**src/rtl/tmr_pkg.sv**
```systemverilog
`timescale 1ns/1ps
package tmr_pkg;
    localparam int BUS_W  = 8;
    localparam int CNT_W  = 2 * BUS_W;
    localparam int MODE_W = 3;

    localparam logic [MODE_W-1:0] MODE_TIMEOUT = 3'd1;
    localparam logic [MODE_W-1:0] MODE_STROBE  = 3'd2;
    localparam logic [MODE_W-1:0] MODE_ONESHOT = 3'd3;
    localparam logic [MODE_W-1:0] MODE_RATE    = 3'd4;
    localparam logic [MODE_W-1:0] MODE_DUTY    = 3'd5;

    // control byte layout, msb first
    typedef struct packed {
        logic              spare;
        logic              hold;
        logic              irq_en;
        logic              run;
        logic              gate_hi;
        logic [MODE_W-1:0] mode;
    } ctrl_t;

    // one duty phase length in ticks: a zero byte stands for 2**BUS_W
    function automatic logic [CNT_W-1:0] phase_len(input logic [BUS_W-1:0] b);
        logic [CNT_W-1:0] r;
        r = {{(CNT_W-BUS_W){1'b0}}, b};
        if (b == '0) r = CNT_W'(1) << BUS_W;
        return r;
    endfunction
endpackage

```
**src/rtl/tmr_gate_sense.sv**
```systemverilog
`timescale 1ns/1ps
module tmr_gate_sense (
    input  logic clk,
    input  logic rst_n,
    input  logic gate_in,
    input  logic gate_hi,
    output logic gate_lvl,
    output logic gate_rise
);
    typedef struct packed {
        logic prev;
    } gate_st_t;

    gate_st_t st_d, st_q;
    logic     active_now;

    always_comb begin
        active_now = gate_hi ? gate_in : ~gate_in;
        st_d       = st_q;
        st_d.prev  = active_now;
        gate_lvl   = active_now;
        gate_rise  = active_now & ~st_q.prev;
    end

    always_ff @(posedge clk or negedge rst_n) begin
        if (!rst_n) st_q <= '0;
        else        st_q <= st_d;
    end
endmodule

```
**src/rtl/tmr_host_port.sv**
```systemverilog
`timescale 1ns/1ps
module tmr_host_port
    import tmr_pkg::*;
(
    input  logic             clk,
    input  logic             rst_n,
    input  logic             wr_ctrl,
    input  logic             wr_lo,
    input  logic             wr_hi,
    input  logic [BUS_W-1:0] wr_data,
    input  logic             rd_stb,
    input  logic [1:0]       rd_sel,
    input  logic [CNT_W-1:0] count,
    output ctrl_t            ctrl,
    output logic [CNT_W-1:0] load,
    output logic             preset,
    output logic [BUS_W-1:0] rd_data
);
    typedef struct packed {
        ctrl_t            ctrl;
        logic [CNT_W-1:0] load;
        logic [CNT_W-1:0] snap;
        logic             preset;
        logic [BUS_W-1:0] rd;
    } host_st_t;

    host_st_t         st_d, st_q;
    ctrl_t            new_ctrl;
    logic [CNT_W-1:0] view;

    always_comb begin
        st_d        = st_q;
        new_ctrl    = ctrl_t'(wr_data);
        st_d.preset = (wr_lo | wr_hi) & ~st_q.ctrl.run;

        if (wr_ctrl) begin
            st_d.ctrl = new_ctrl;
            if (new_ctrl.hold && !st_q.ctrl.hold) st_d.snap = count;
        end
        if (wr_lo) st_d.load[BUS_W-1:0]     = wr_data;
        if (wr_hi) st_d.load[CNT_W-1:BUS_W] = wr_data;

        view = st_q.ctrl.hold ? st_q.snap : count;
        if (rd_stb) begin
            unique case (rd_sel)
                2'd0:    st_d.rd = view[BUS_W-1:0];
                2'd1:    st_d.rd = view[CNT_W-1:BUS_W];
                2'd2:    st_d.rd = st_q.ctrl;
                default: st_d.rd = '0;
            endcase
        end

        ctrl    = st_q.ctrl;
        load    = st_q.load;
        preset  = st_q.preset;
        rd_data = st_q.rd;
    end

    always_ff @(posedge clk or negedge rst_n) begin
        if (!rst_n) st_q <= '0;
        else        st_q <= st_d;
    end
endmodule

```
**src/rtl/tmr_count_core.sv**
```systemverilog
`timescale 1ns/1ps
module tmr_count_core
    import tmr_pkg::*;
(
    input  logic              clk,
    input  logic              rst_n,
    input  logic              tick,
    input  logic              gate_lvl,
    input  logic              gate_rise,
    input  logic [MODE_W-1:0] mode,
    input  logic              run,
    input  logic              irq_en,
    input  logic [CNT_W-1:0]  load,
    input  logic              preset,
    output logic [CNT_W-1:0]  count,
    output logic              out,
    output logic              irq,
    output logic              trig
);
    typedef struct packed {
        logic [CNT_W-1:0] cnt;
        logic             out;
        logic             armed;
        logic             irq;
    } core_st_t;

    core_st_t st_d, st_q;
    logic     level_mode;
    logic     step;
    logic     pulse_mode;

    always_comb begin
        level_mode = (mode == MODE_TIMEOUT) || (mode == MODE_STROBE) ||
                     (mode == MODE_RATE)    || (mode == MODE_DUTY);
        pulse_mode = (mode == MODE_STROBE) || (mode == MODE_RATE);
        trig       = run && (mode == MODE_ONESHOT) && gate_rise;
        step       = tick && run &&
                     ((mode == MODE_ONESHOT) ? st_q.armed : (level_mode && gate_lvl));

        st_d     = st_q;
        st_d.irq = 1'b0;

        if (preset) begin
            st_d.armed = 1'b0;
            if (mode == MODE_DUTY) begin
                st_d.cnt = phase_len(load[CNT_W-1:BUS_W]);
                st_d.out = 1'b1;
            end else begin
                st_d.cnt = load;
                st_d.out = 1'b0;
            end
        end else if (trig) begin
            st_d.cnt   = load;
            st_d.armed = 1'b1;
            st_d.out   = 1'b0;
        end else begin
            // a strobe or rate pulse lasts until the following tick
            if (tick && pulse_mode && st_q.out) st_d.out = 1'b0;

            if (step && st_q.cnt != '0) begin
                if (st_q.cnt == CNT_W'(1)) begin
                    st_d.irq = irq_en;
                    unique case (mode)
                        MODE_RATE: begin
                            st_d.cnt = load;
                            st_d.out = 1'b1;
                        end
                        MODE_DUTY: begin
                            st_d.out = ~st_q.out;
                            st_d.cnt = st_q.out ? phase_len(load[BUS_W-1:0])
                                                : phase_len(load[CNT_W-1:BUS_W]);
                        end
                        MODE_ONESHOT: begin
                            st_d.cnt   = '0;
                            st_d.out   = 1'b1;
                            st_d.armed = 1'b0;
                        end
                        default: begin
                            st_d.cnt = '0;
                            st_d.out = 1'b1;
                        end
                    endcase
                end else begin
                    st_d.cnt = st_q.cnt - CNT_W'(1);
                end
            end
        end

        count = st_q.cnt;
        out   = st_q.out;
        irq   = st_q.irq;
    end

    always_ff @(posedge clk or negedge rst_n) begin
        if (!rst_n) st_q <= '0;
        else        st_q <= st_d;
    end
endmodule

```
**src/rtl/prog_timer_chan.sv**
```systemverilog
`timescale 1ns/1ps
module prog_timer_chan
    import tmr_pkg::*;
(
    input  logic             clk,
    input  logic             rst_n,
    input  logic             cnt_tick,
    input  logic             gate_in,
    input  logic             wr_ctrl,
    input  logic             wr_load_lo,
    input  logic             wr_load_hi,
    input  logic [BUS_W-1:0] wr_data,
    input  logic             rd_stb,
    input  logic [1:0]       rd_sel,
    output logic [BUS_W-1:0] rd_data,
    output logic             out_true,
    output logic             out_comp,
    output logic             tmo_irq
);
    ctrl_t            ctrl_w;
    logic [CNT_W-1:0] load_w;
    logic [CNT_W-1:0] cnt_w;
    logic             preset_w;
    logic             trig_w;
    logic             gate_lvl_w;
    logic             gate_rise_w;
    logic             out_w;

    tmr_gate_sense u_gate (
        .clk       (clk),
        .rst_n     (rst_n),
        .gate_in   (gate_in),
        .gate_hi   (ctrl_w.gate_hi),
        .gate_lvl  (gate_lvl_w),
        .gate_rise (gate_rise_w)
    );

    tmr_host_port u_host (
        .clk     (clk),
        .rst_n   (rst_n),
        .wr_ctrl (wr_ctrl),
        .wr_lo   (wr_load_lo),
        .wr_hi   (wr_load_hi),
        .wr_data (wr_data),
        .rd_stb  (rd_stb),
        .rd_sel  (rd_sel),
        .count   (cnt_w),
        .ctrl    (ctrl_w),
        .load    (load_w),
        .preset  (preset_w),
        .rd_data (rd_data)
    );

    tmr_count_core u_core (
        .clk       (clk),
        .rst_n     (rst_n),
        .tick      (cnt_tick),
        .gate_lvl  (gate_lvl_w),
        .gate_rise (gate_rise_w),
        .mode      (ctrl_w.mode),
        .run       (ctrl_w.run),
        .irq_en    (ctrl_w.irq_en),
        .load      (load_w),
        .preset    (preset_w),
        .count     (cnt_w),
        .out       (out_w),
        .irq       (tmo_irq),
        .trig      (trig_w)
    );

    assign out_true = out_w;
    assign out_comp = ~out_w;
endmodule

```
**config.mk**
```make
export PLATFORM = sky130hd
export DESIGN_NAME = prog_timer_chan
export DESIGN_NICKNAME = d
export VERILOG_FILES = /design/src/rtl/tmr_pkg.sv /design/src/rtl/tmr_gate_sense.sv /design/src/rtl/tmr_host_port.sv /design/src/rtl/tmr_count_core.sv /design/src/rtl/prog_timer_chan.sv
export SDC_FILE = /design/constraint.sdc
export NUM_CORES = 1
export LEC_CHECK = 0
export CAP_MARGIN = 15
export CORE_MARGIN = 8
export CORE_UTILIZATION = 35
export DETAILED_ROUTE_END_ITERATION = 16
export GPL_ROUTABILITY_DRIVEN = 0
export PLACE_DENSITY = 0.61
export REMOVE_ABC_BUFFERS = 1
export SETUP_SLACK_MARGIN = 0.05
export SLEW_MARGIN = 20
export SYNTH_ARGS = -nofsm -noshare
export SYNTH_HDL_FRONTEND = slang
export SYNTH_HIERARCHICAL = 1
export SYNTH_SLANG_ARGS = --single-unit
export TNS_END_PERCENT = 5
```
**constraint.sdc**
```tcl
create_clock -name clk -period 6.1 [get_ports clk]
set_clock_uncertainty 0.1 [all_clocks]
set_input_delay 1.525 -clock clk [delete_from_list [all_inputs] [get_ports clk]]
set_output_delay 1.525 -clock clk [all_outputs]
set_load 0.005 [all_outputs]
```
==> Word-level counts from Yosys, hierarchy flattened <==
Cells that the tools add are included.
{ "word_totals": {"n_memories": 0, "romBits": 0, "regBits": 69, "wordCells": 73, "ram_bits": 0, "out_inout_bits": 11, "in_bits": 18, "latchBits": 0} }
{ "op_classes": {"n_bitwise": 7, "div": 0, "shift": 0, "muxes": 18, "n_eq_ne": 8, "n_mul": 0, "addsub": 1, "n_lt_le_gt_ge": 0, "reduce_logical": 23} }
{ "ops": {"columns": ["cell", "count"], "rows": [
  ["$mux W18", 2],
  ["$pmux W17 S2", 1],
  ["$mux W16", 2],
  ["$mux W9", 3],
  ["$pmux W8 S3", 1],
  ["$mux W19", 1],
  ["$mux W17", 1],
  ["$eq A16 B1 Y1 const B", 1],
  ["$logic_not A8 Y1", 2],
  ["$reduce_bool A16 Y1", 1],
  ["$sub A16 B1 Y16 const B", 1],
  ["$logic_and A1 B1 Y1", 9],
  ["$reduce_bool A3 Y1", 3],
  ["$eq A3 B2 Y1 const B", 2],
  ["$eq A3 B3 Y1 const B", 2],
  ["$mux W1", 6],
  ["$logic_or A1 B1 Y1", 4],
  ["$not A1 Y1", 4],
  ["$eq A3 B1 Y1 const B", 1],
  ["$mux W3", 1],
  ["$reduce_and A3 Y1", 1],
  ["$and A1 B1 Y1", 2],
  ["$eq A2 B1 Y1 const B", 1],
  ["$eq A2 B2 Y1 const B", 1],
  ["4 further kinds", 4]
]} }

==> Logic depth before layout (Yosys ltp) <==
{ "depth": {"depth_word": 11, "mapped_depth": 12, "depth_no_buf": 9} }

==> By module <==
The synthesis kept the hierarchy.
{ "by_module_without_submodules": {"columns": ["module", "n_inst", "seq_area_each_um2", "cells_each", "area_per_inst_um2"], "rows": [
  ["tmr_host_port", 1, 1226.2, 192, 2456.1],
  ["tmr_count_core", 1, 475.5, 267, 2019.4],
  ["tmr_gate_sense", 1, 25.0, 3, 42.5],
  ["prog_timer_chan", 1, 0.0, 1, 3.8]
]} }

==> Worst setup path after synthesis <==
Ideal clock, no wire load.
{ "synth_path": {"kind": "input to register", "start": "in gate_in", "end": "reg u_core.st_q, in the netlist u_core/count[0]", "required_time_ps": 5935, "path_buffers": 2, "slack_ps": 2906, "stages": 10, "setup_time_ps": 65, "t_arrival_ps": 3028, "path_cell_list": "xnor2_1 -> and2b_2 -> nand2_1 -> or2_2 -> clkbuf_1 -> inv_1 -> clkbuf_1 -> a21oi_1 -> a31oi_1 -> o22a_1"} }
{ "synth_via": {"elab_cells_between_ends": 11, "classes_between": "mux (4); bitwise (2); reduce/logical (5)"} }
{ "synth_lines": {"columns": ["element", "line_no", "source"], "rows": [
  ["start: declaration", "prog_timer_chan.sv:8", "input logic gate_in,"],
  ["$not A1 Y1", "tmr_gate_sense.sv:18", "active_now = gate_hi ? gate_in : ~gate_in;"],
  ["$mux W1 (*)", "tmr_gate_sense.sv:18", null],
  ["$and A1 B1 Y1 (*)", "tmr_gate_sense.sv:22", "gate_rise = active_now & ~st_q.prev;"],
  ["via gate_rise_w", "prog_timer_chan.sv:26", "logic gate_rise_w;"],
  ["$logic_and A1 B1 Y1 (*)", "tmr_count_core.sv:36", "trig = run && (mode == MODE_ONESHOT) && gate_rise;"],
  ["via trig_w", "prog_timer_chan.sv:24", "logic trig_w;"],
  ["$mux W18", "tmr_count_core.sv:52", "end else if (trig) begin"],
  ["$mux W18", "tmr_count_core.sv:43", "if (preset) begin"],
  ["end signal: assignment", "tmr_count_core.sv:96", "else st_q <= st_d;"],
  ["end: declaration", "tmr_count_core.sv:27", "core_st_t st_d, st_q;"]
]} }
The timed path passes the listed nets; every way through them passes the cells marked *.
A chain may end at the register's enable or synchronous reset.

==> Worst setup path in the final report <==
{ "layout_path": {"start": "in gate_in", "end": "reg u_core.st_q, in the netlist u_core/count[9]"} }
{ "layout_via": {"elab_cells_between_ends": 11, "classes_between": "mux (4); bitwise (2); reduce/logical (5)"} }
{ "layout_lines": {"columns": ["element", "line_no", "source"], "rows": [
  ["$not A1 Y1", "tmr_gate_sense.sv:18", null],
  ["$mux W1 (*)", "tmr_gate_sense.sv:18", null],
  ["via gate_lvl_w", "prog_timer_chan.sv:25", "logic gate_lvl_w;"],
  ["$and A1 B1 Y1 (*)", "tmr_gate_sense.sv:22", null],
  ["via gate_rise_w", "prog_timer_chan.sv:26", null],
  ["$logic_and A1 B1 Y1 (*)", "tmr_count_core.sv:36", null],
  ["via trig_w", "prog_timer_chan.sv:24", null],
  ["$mux W18", "tmr_count_core.sv:52", null],
  ["$mux W18", "tmr_count_core.sv:43", null]
]} }
Marks and branches as above.

==> results.sh <==
export IMPL_drt_total_wl_um=11100
export IMPL_worstHoldPathType="register to register"
export IMPL_drt_first_pass_iters=5
export IMPL_grt_overflow_total=0
export IMPL_total_leakage_power_nw=1.90
export IMPL_tns_ps=0
export IMPL_die_y_um=129
export IMPL_drc_errors=0
export IMPL_grt_antenna_before_repair=0
export IMPL_end_kind="register"
export IMPL_crit_path_max_fanout=13
export IMPL_cp_cell_sequence="clkdlybuf4s50_1 > xnor2_1 > and2b_2 > nand2_1 > or2_2 > inv_1 > nor2_1 > o21ai_1 > a32o_1"
export IMPL_cts_resized=0
export IMPL_crit_arrival_ps=4290
export IMPL_fin_nets=450
export IMPL_rows=41
export IMPL_cpPeakStageDelay_ps=680
export IMPL_hold_viol=0
export IMPL_status="complete, no violations"
export IMPL_pwr_share_clk_pct=32.7
export IMPL_stdcell_area_sq_um=4810
export IMPL_switching_share_pct=32.4
export IMPL_crit_family="simple AND/OR/NAND/NOR gates"
export IMPL_whs_ps=404
export IMPL_period_needed_ps=4170
export IMPL_dp_hpwl_um=8040
export IMPL_fmax_mhz=240
export IMPL_multi_input_area_sq_um=2260
export IMPL_port_buffers=28
export IMPL_required_ps=6220
export IMPL_area_growth_pct=6.83
export IMPL_start_util_pct=35.7
export IMPL_setup_ws_ps=1930
export IMPL_instances_no_fill=607
export IMPL_path_class="input pin to register"
export IMPL_antenna_left=0
export IMPL_clock_latency_ps=340
export IMPL_die_area_sq_um=16800
export IMPL_dp_slack_ps=1670
export IMPL_fill_cells=1271
export IMPL_insertedDiodeCount=0
export IMPL_total_power_mw=1.62
export IMPL_postSynthAreaPerCell_sq_um=9.78
export IMPL_rsz0062_at_grt="no"
export IMPL_postCtsSetupBuffers=0
export IMPL_wl_per_cell_um=18.3
export IMPL_yosysWarnings=6
export IMPL_netSwitchingPower_mw=0.526
export IMPL_grt_max_degree=51
export IMPL_cts_made_buffers=9
export IMPL_max_slew_margin_pct=43.1
export IMPL_io_pins=29
export IMPL_setup_viol=0
export IMPL_grt_pass1_wl_um=18200
export IMPL_clock_path_buffers=2
export IMPL_finish_utilization_pct=38.2
export IMPL_final_seq_area_sq_um=1730
export IMPL_finalMaxSlewViolations=0
export IMPL_cp_slowest_cell="nor2_1"
export IMPL_via_count=3398
export IMPL_critPathBufInv=2
export IMPL_seq_power_share_pct=43.0
export IMPL_drive_above_1_share_pct=19.5
export IMPL_die_x_um=129
export IMPL_ir_drop_mv=0.164
export IMPL_p_comb_share_pct=24.3
export IMPL_first_global_vias=3376
export IMPL_cts_sinks=69
export IMPL_cts_root_buf="clkbuf_16"
export IMPL_placed_area_sq_um=4510
export IMPL_vias_per_cell=5.60
export IMPL_pwr_density_cell_nw_per_um2=337
export IMPL_min_period_over_period_pct=68.4
export IMPL_syn_inst=461
export IMPL_grt_util_all_layers_pct=13.8
export IMPL_drt_initial_drc_count=443
export IMPL_intPower_mw=1.10
export IMPL_netlist_area_sq_um=4510
export IMPL_cts_hold_buf=0
export IMPL_clk_pin_slew_ps=60
export IMPL_coreArea_sq_um=12600
export IMPL_dp_cells=591
export IMPL_worstMarginPinSlew_ps=847
export IMPL_start_kind="input pin"
export IMPL_cts_tree="built"
export IMPL_h_tree_depth=3
export IMPL_maxCapViolations=0
-- registers in the layout, summed over array words and instances, names as in the netlist --
signal / flops
u_core/st_q: 1
u_core/irq: 1
u_host/ctrl: 8
u_host/preset: 1
u_gate/st_q: 1
u_host/rd_data: 8
u_core/count: 16
u_host/load: 16
u_core/out: 1
u_host/st_q: 16
-- power groups by stage --
stage	logic, mW	clock network, mW	registers (mW)
finish	0.395	0.531	0.697
global route	0.430	0.560	0.714
CTS	0.391	0.543	0.697
detailed placement	0.389	0	0.704
global placement	0.382	0	0.698
floorplan	0.286	0	0.652
-- cells in the final DEF (no fill, tap or decap), drive strengths merged, types with 3 or more instances in the layout --
cell type      count
a31oi             15
mux2              58
nand2b            10
a211oi             6
nand3              8
inv                8
nand4              4
dfrtp             69
nor4               8
o211ai             8
a21oi             24
nor2              31
clkinv             3
a32o               3
nor3b              3
xnor2              7
mux2i             10
o21ai             19
clkdlybuf4s50     27
nor3              10
or4                5
a21boi             3
o31ai              8
nand2             41
clkbuf            10
nor2b              4
-- layout make-up --
type | count | area share (%)
sequential | 69 | 35.9
inverter | 8 | 0.624
multi-input combinational | 313 | 46.9
clock buffer | 10 | 4.76
tap | 172 | 4.47
clock inverter | 6 | 1.48
timing repair buffer | 29 | 5.87
-- path summary, 6_finish.rpt --
path | startpoint | endpoint | slack (ps) | cells past startpoint
worst max register to register | u_core/count[0] | u_core/count[2] | 2990 | 7
worst min register to register | u_host/st_q[10] | u_host/st_q[10] | 400 | 1
worst max-delay path | gate_in | u_core/count[9] | 1930 | 9
max in group asynchronous | rst_n | u_core/count[7] | 3860 | 2
worst min-delay path | u_host/st_q[10] | u_host/st_q[10] | 400 | 1
min in group asynchronous | rst_n | u_host/rd_data[7] | 1030 | 1
-- routing by layer --
layer	vias up	share of wire (%)	track usage (%)
met4	0	1.6	4.78
met1	1685	46	18.1
met2	137	47	22.0
met5	-	0	0
li1	1561	-	-
met3	15	6.1	3.29
-- worst reg2reg max path: cells and delay by family (launching register included) --
kind	cells	cell delay [ps]
DFF	1	580
adders and majority gates	1	260
and+or+nand+nor	2	1150
AOI/OAI and AO/OA	4	860
Power figures use the tool's default switching activity.
